### src/rtl/jtag_dap_scan.sv
module jtag_dap_scan #(
  parameter int DW       = 32,
  parameter int BANKW    = 4,
  parameter int BANK_LSB = 4
) (
  input  logic               tck,
  input  logic               trst_n,
  input  logic               tms,
  input  logic               tdi,
  output logic               tdo,
  output logic               req_valid,
  output logic               req_rnw,
  output logic [BANKW+1:0]   req_addr,
  output logic [DW-1:0]      req_wdata,
  input  logic               rsp_valid,
  input  logic [DW-1:0]      rsp_rdata,
  output logic               abort_pulse
);
  localparam int SW = DW + 3;
  localparam logic [3:0] IR_DP  = 4'b1010;
  localparam logic [3:0] IR_AP  = 4'b1011;
  localparam logic [3:0] IR_ABT = 4'b1000;
  localparam logic [3:0] IR_BYP = 4'b1111;
  localparam logic [2:0] ACK_OK   = 3'b010;
  localparam logic [2:0] ACK_WAIT = 3'b001;

  typedef enum logic [3:0] {
    EX2DR = 4'h0, EX1DR = 4'h1, SHDR = 4'h2, PAUSDR = 4'h3,
    SELIR = 4'h4, UPDDR = 4'h5, CAPDR = 4'h6, SELDR = 4'h7,
    EX2IR = 4'h8, EX1IR = 4'h9, SHIR = 4'hA, PAUSIR = 4'hB,
    RTI   = 4'hC, UPDIR = 4'hD, CAPIR = 4'hE, TLR   = 4'hF
  } tap_e;

  tap_e state, nxt;
  logic [3:0]    ir, ir_sr;
  logic [SW-1:0] sr;
  logic [DW-1:0] ctrl, sel, rdbuf;
  logic          busy, pend_rnw, wait_flag;

  always_comb begin
    case (state)
      TLR:    nxt = tms ? TLR   : RTI;
      RTI:    nxt = tms ? SELDR : RTI;
      SELDR:  nxt = tms ? SELIR : CAPDR;
      CAPDR:  nxt = tms ? EX1DR : SHDR;
      SHDR:   nxt = tms ? EX1DR : SHDR;
      EX1DR:  nxt = tms ? UPDDR : PAUSDR;
      PAUSDR: nxt = tms ? EX2DR : PAUSDR;
      EX2DR:  nxt = tms ? UPDDR : SHDR;
      UPDDR:  nxt = tms ? SELDR : RTI;
      SELIR:  nxt = tms ? TLR   : CAPIR;
      CAPIR:  nxt = tms ? EX1IR : SHIR;
      SHIR:   nxt = tms ? EX1IR : SHIR;
      EX1IR:  nxt = tms ? UPDIR : PAUSIR;
      PAUSIR: nxt = tms ? EX2IR : PAUSIR;
      EX2IR:  nxt = tms ? UPDIR : SHIR;
      default: nxt = tms ? SELDR : RTI;
    endcase
  end

  wire           is_dp  = (ir == IR_DP);
  wire           is_ap  = (ir == IR_AP);
  wire           is_abt = (ir == IR_ABT);
  wire           is_acc = is_dp | is_ap;
  wire [1:0]     sh_a   = sr[2:1];
  wire           sh_rnw = sr[0];
  wire [DW-1:0]  sh_dat = sr[SW-1:3];
  wire [DW-1:0]  dp_rd  = (sh_a == 2'b01) ? ctrl : (sh_a == 2'b10) ? sel : '0;

  always_ff @(posedge tck or negedge trst_n) begin
    if (!trst_n) begin
      state <= TLR;      ir <= IR_BYP;  ir_sr <= '0;  sr <= '0;
      ctrl <= '0;        sel <= '0;     rdbuf <= '0;
      busy <= 1'b0;      pend_rnw <= 1'b0;  wait_flag <= 1'b0;
      req_valid <= 1'b0; req_rnw <= 1'b0;   req_addr <= '0;  req_wdata <= '0;
      abort_pulse <= 1'b0;
    end else begin
      state       <= nxt;
      req_valid   <= 1'b0;
      abort_pulse <= 1'b0;
      if (busy && rsp_valid) begin
        busy <= 1'b0;
        if (pend_rnw) rdbuf <= rsp_rdata;
      end
      case (state)
        TLR: begin
          ir <= IR_BYP; sel <= '0; ctrl <= '0; rdbuf <= '0;
          busy <= 1'b0; wait_flag <= 1'b0;
        end
        CAPIR: ir_sr <= 4'b0001;
        SHIR:  ir_sr <= {tdi, ir_sr[3:1]};
        UPDIR: ir <= ir_sr;
        CAPDR: begin
          if (is_acc || is_abt) begin
            sr <= {rdbuf, (busy || wait_flag) ? ACK_WAIT : ACK_OK};
            wait_flag <= 1'b0;
          end else begin
            sr[0] <= 1'b0;
          end
        end
        SHDR: begin
          if (is_acc || is_abt) sr <= {tdi, sr[SW-1:1]};
          else sr[0] <= tdi;
        end
        UPDDR: begin
          if (is_abt) begin
            if (sr[3]) begin
              abort_pulse <= 1'b1;
              busy        <= 1'b0;
              wait_flag   <= 1'b0;
            end
          end else if (is_acc) begin
            if (busy) begin
              wait_flag <= 1'b1;
            end else if (is_ap) begin
              req_valid <= 1'b1;
              req_rnw   <= sh_rnw;
              req_addr  <= {sel[BANK_LSB+BANKW-1:BANK_LSB], sh_a};
              req_wdata <= sh_dat;
              busy      <= 1'b1;
              pend_rnw  <= sh_rnw;
            end else if (sh_rnw) begin
              rdbuf <= dp_rd;
            end else if (sh_a == 2'b01) begin
              ctrl <= sh_dat;
            end else if (sh_a == 2'b10) begin
              sel <= sh_dat;
            end
          end
        end
        default: ;
      endcase
    end
  end

  always_ff @(negedge tck or negedge trst_n) begin
    if (!trst_n) tdo <= 1'b0;
    else if (state == SHIR) tdo <= ir_sr[0];
    else if (state == SHDR) tdo <= sr[0];
    else tdo <= 1'b0;
  end
endmodule

### config.mk
export PLATFORM = sky130hd
export DESIGN_NAME = jtag_dap_scan
export DESIGN_NICKNAME = d
export VERILOG_FILES = /design/src/rtl/jtag_dap_scan.sv
export SDC_FILE = /design/constraint.sdc
export NUM_CORES = 1
export LEC_CHECK = 0
export BUFFER_PORTS_ARGS = -buffer_cell sky130_fd_sc_hd__buf_2
export CORE_ASPECT_RATIO = 0.8
export CORE_MARGIN = 5
export CORE_UTILIZATION = 35
export DETAILED_ROUTE_END_ITERATION = 10
export PLACE_DENSITY = 0.63
export SLEW_MARGIN = 20
export SYNTH_ARGS = -nofsm -noshare
export SYNTH_HDL_FRONTEND = slang
export SYNTH_SLANG_ARGS = --single-unit
### constraint.sdc
create_clock -name tck -period 2.9 [get_ports tck]
set_input_delay 0.145 -clock tck [delete_from_list [all_inputs] [get_ports tck]]
set_output_delay 0.145 -clock tck [all_outputs]
set_load 0.03 [all_outputs]
==> results.sh <==
export IMPL_die_h_um=148
export IMPL_worstPathArrival_ns=2.52
export IMPL_use_met2_pct=21.5
export IMPL_grt_use_total_pct=14.5
export IMPL_hold_viol_final=0
export IMPL_worst_r2r_path_depth=2
export IMPL_synth_top_area_share_pct=53.8
export IMPL_synth_top_family_by_area="multiplexers"
export IMPL_ys_seq_area_share_pct=56.7
export IMPL_die_x_um=182
export IMPL_syn_area_per_cell_um2=12.5
export IMPL_crit_chain="buf_2"
export IMPL_peakVddDrop_v=0.000373
export IMPL_slew_viol_final=0
export IMPL_tritoncts="yes"
export IMPL_clk_pin_slew_ns=0.07
export IMPL_max_cap_violations=0
export IMPL_start_util_pct=35.5
export IMPL_hold_path_depth=3
export IMPL_numCtsBuffers=17
export IMPL_final_area_um2=9630
export IMPL_yosys_mux_area_fraction_pct=21.6
export IMPL_n_antenna_cell=0
export IMPL_synth_largest_area_cell="dfrtp_1"
export IMPL_clockBufferDepth=2
export IMPL_grt_start_max_net_pins=73
export IMPL_synth_compound_gate_area_share_pct=10.1
export IMPL_critPathKind="flip-flop to output port"
export IMPL_async_flop_share_pct=100
export IMPL_numClockSinks=187
export IMPL_netlist_area_um2=8270
export IMPL_outcome="finished, final reports clean"
export IMPL_drt_wirelength_per_cell_um=17.9
export IMPL_ys_warn_count=0
export IMPL_min_to="rdbuf[24]"
export IMPL_tightest_slew_ns=0.935
export IMPL_r2r_end="tdo"
export IMPL_final_net_count=772
export IMPL_slew_headroom_pct=37.6
export IMPL_placed_cell_area_um2=8990
export IMPL_yosys_area_share_simple_pct=8.20
export IMPL_hpwl_um=12000
export IMPL_cp_num_buf_inv=1
export IMPL_synthAdderAreaFrac_pct=0
export IMPL_worst_setup_path_start_kind="flip-flop"
export IMPL_min_path_type="input port to flip-flop"
export IMPL_clockRootBuffer="clkbuf_16"
export IMPL_drive_gt1_share_pct=29.6
export IMPL_grt_pass1_vias=5433
export IMPL_hp_start="rsp_rdata[24]"
export IMPL_route_final_wire_length_um=18900
export IMPL_grt_pass1_wl_um=30900
export IMPL_ys_seq_elements=187
export IMPL_crit_family="flip-flops"
export IMPL_powerDensity_nw_per_um2=891
export IMPL_rows=50
export IMPL_io_buffers=78
export IMPL_yosys_top_cells_area="dfrtp_1 (54%), mux2_2 (9.7%), mux2i_1 (7.9%)"
export IMPL_synth_edf_count=0
export IMPL_antenna_found_initial=0
export IMPL_synth_nets=697
export IMPL_synthCells=660
export IMPL_drc_errors=0
export IMPL_rsz0062_at_grt="false"
export IMPL_num_vias=5316
export IMPL_gr_usage_met3_pct=3.22
export IMPL_globalplace_congestion=0.754
export IMPL_synth_xor_area_share_pct=0
export IMPL_final_cell_mix="dfrtp_1 (178), buf_2 (77), mux2_2 (71), mux2i_1 (65), nand2_1 (54)"
export IMPL_clk_latency_ns=0.43
export IMPL_synthFlopType="dfrtp_1"
export IMPL_antenna_left=0
export IMPL_fin_skew_ns=0.0297
export IMPL_cpMaxStageDelayCell="dfrtn_1"
export IMPL_vias_per_cell=5.02
export IMPL_grt_overflow=0
export IMPL_h_tree_depth=4
export IMPL_syn2layout_area_growth_pct=16.4
export IMPL_leakage_nw=4.73
export IMPL_timing_rr_start="state[3]"
export IMPL_end_kind="output port"
export IMPL_cts_setup_buffers=0
export IMPL_crit_cells=1
export IMPL_critical_path_required_ns=2.76
export IMPL_postCtsHoldBufs=7
export IMPL_use_met1_pct=21.5
export IMPL_pin_count=79
export IMPL_setup_violations_final=0
export IMPL_grt_busiest_layer="met1"
export IMPL_drt_iter0_drc=420
export IMPL_cts_resized=0
export IMPL_yosysUniqueCellTypes=49
export IMPL_slowest_delay_ns=0.45
export IMPL_path_max_fanout=1
export IMPL_die_area_um2=26800
export IMPL_setup_tns_ns=0
export IMPL_dr_pass1_iters=4
export IMPL_r2r_setup_slack_ns=0.33
export IMPL_core_area_um2=23300
export IMPL_final_common_cell="dfrtp_1"
==> routing by layer <==
metal	part of all wire, %	vias up	routed length (µm)
met2	45	106	8520
met3	4.1	12	774
met5	0	-	0
li1	-	2524	-
met1	50	2674	9500
met4	0.78	0	148
==> how the worst max path moves through the flow <==
| stage | startpoint | end | slack, ns |
|---|---|---|---|
| 2_1_floorplan | state[2] | tdo | 0.19 |
| 3_3_place_gp | state[3] | tdo | 0.39 |
| 3_5_place_dp | state[3] | tdo | 0.37 |
| 4_1_cts | tdo | tdo | 0.22 |
| 5_1_grt | tdo | tdo | 0.21 |
| 6_report | tdo | tdo | 0.24 |
==> cell usage after synthesis (3+ instances only) <==
cell type	n
o21ai_0	35
dfstp_2	8
o21ai_1	8
o21ai_2	5
buf_2	12
nand2_1	54
nand3_1	6
mux2_1	30
a22oi_1	33
clkbuf_1	23
nor2b_1	5
o22ai_1	32
and2_1	33
dfrtp_1	178
buf_4	3
inv_1	4
nand2b_1	5
buf_6	8
nor2_1	9
mux2i_1	65
mux2_2	71
==> registers in the layout (all words and copies together) (netlist names) <==
| register | flops |
|---|---|
| ir_sr | 4 |
| wait_flag | 1 |
| rdbuf | 32 |
| tdo | 1 |
| abort_pulse | 1 |
| ctrl | 32 |
| sr | 35 |
| pend_rnw | 1 |
| busy | 1 |
| ir | 4 |
| req_valid | 1 |
| req_wdata | 32 |
| sel | 32 |
| req_addr | 6 |
| state | 4 |
==> report_power, final <==
| part | switching (W) | internal (W) |
|---|---|---|
| combinational | 0.00128 | 0.000974 |
| clock | 0.00104 | 0.00124 |
| sequential | 0.000660 | 0.00338 |
==> final cells by class <==
type                       count  area (µm²)
clock buffer                  20         457
sequential                   187        4690
inverter                       4        15.0
fill                        2229       13700
timing repair buffer         103         642
multi-input combinational    422        3320
clock inverter                11         114
tap                          312         390
==> kinds of logic (layout without fill, tap and decap cells) <==
group / count (synthesis) / after routing
flops: 187 / 187
mux: 166 / 166
compound gates: 128 / 128
simple gates: 128 / 128
buf+inv: 51 / 138
==> through the flow <==
step | worst slack (ns) | instances | hold slack [ns] | util (%) | power (W)
after global routing | 0.206 | 1059 | 0.0138 | 41.3 | 0.00912
after floorplan | 0.192 | 660 | -0.151 | - | 0.00559
after global placement | 0.395 | 1021 | 0.0789 | 38.5 | 0.00629
after CTS | 0.216 | 1059 | 0.00104 | 41.3 | 0.00866
after detailed placement | 0.374 | 1021 | 0.0750 | 38.5 | 0.00637
final | 0.239 | 1059 | 0.0142 | 41.3 | 0.00858
No activity file was read; power rests on OpenSTA's default activity.
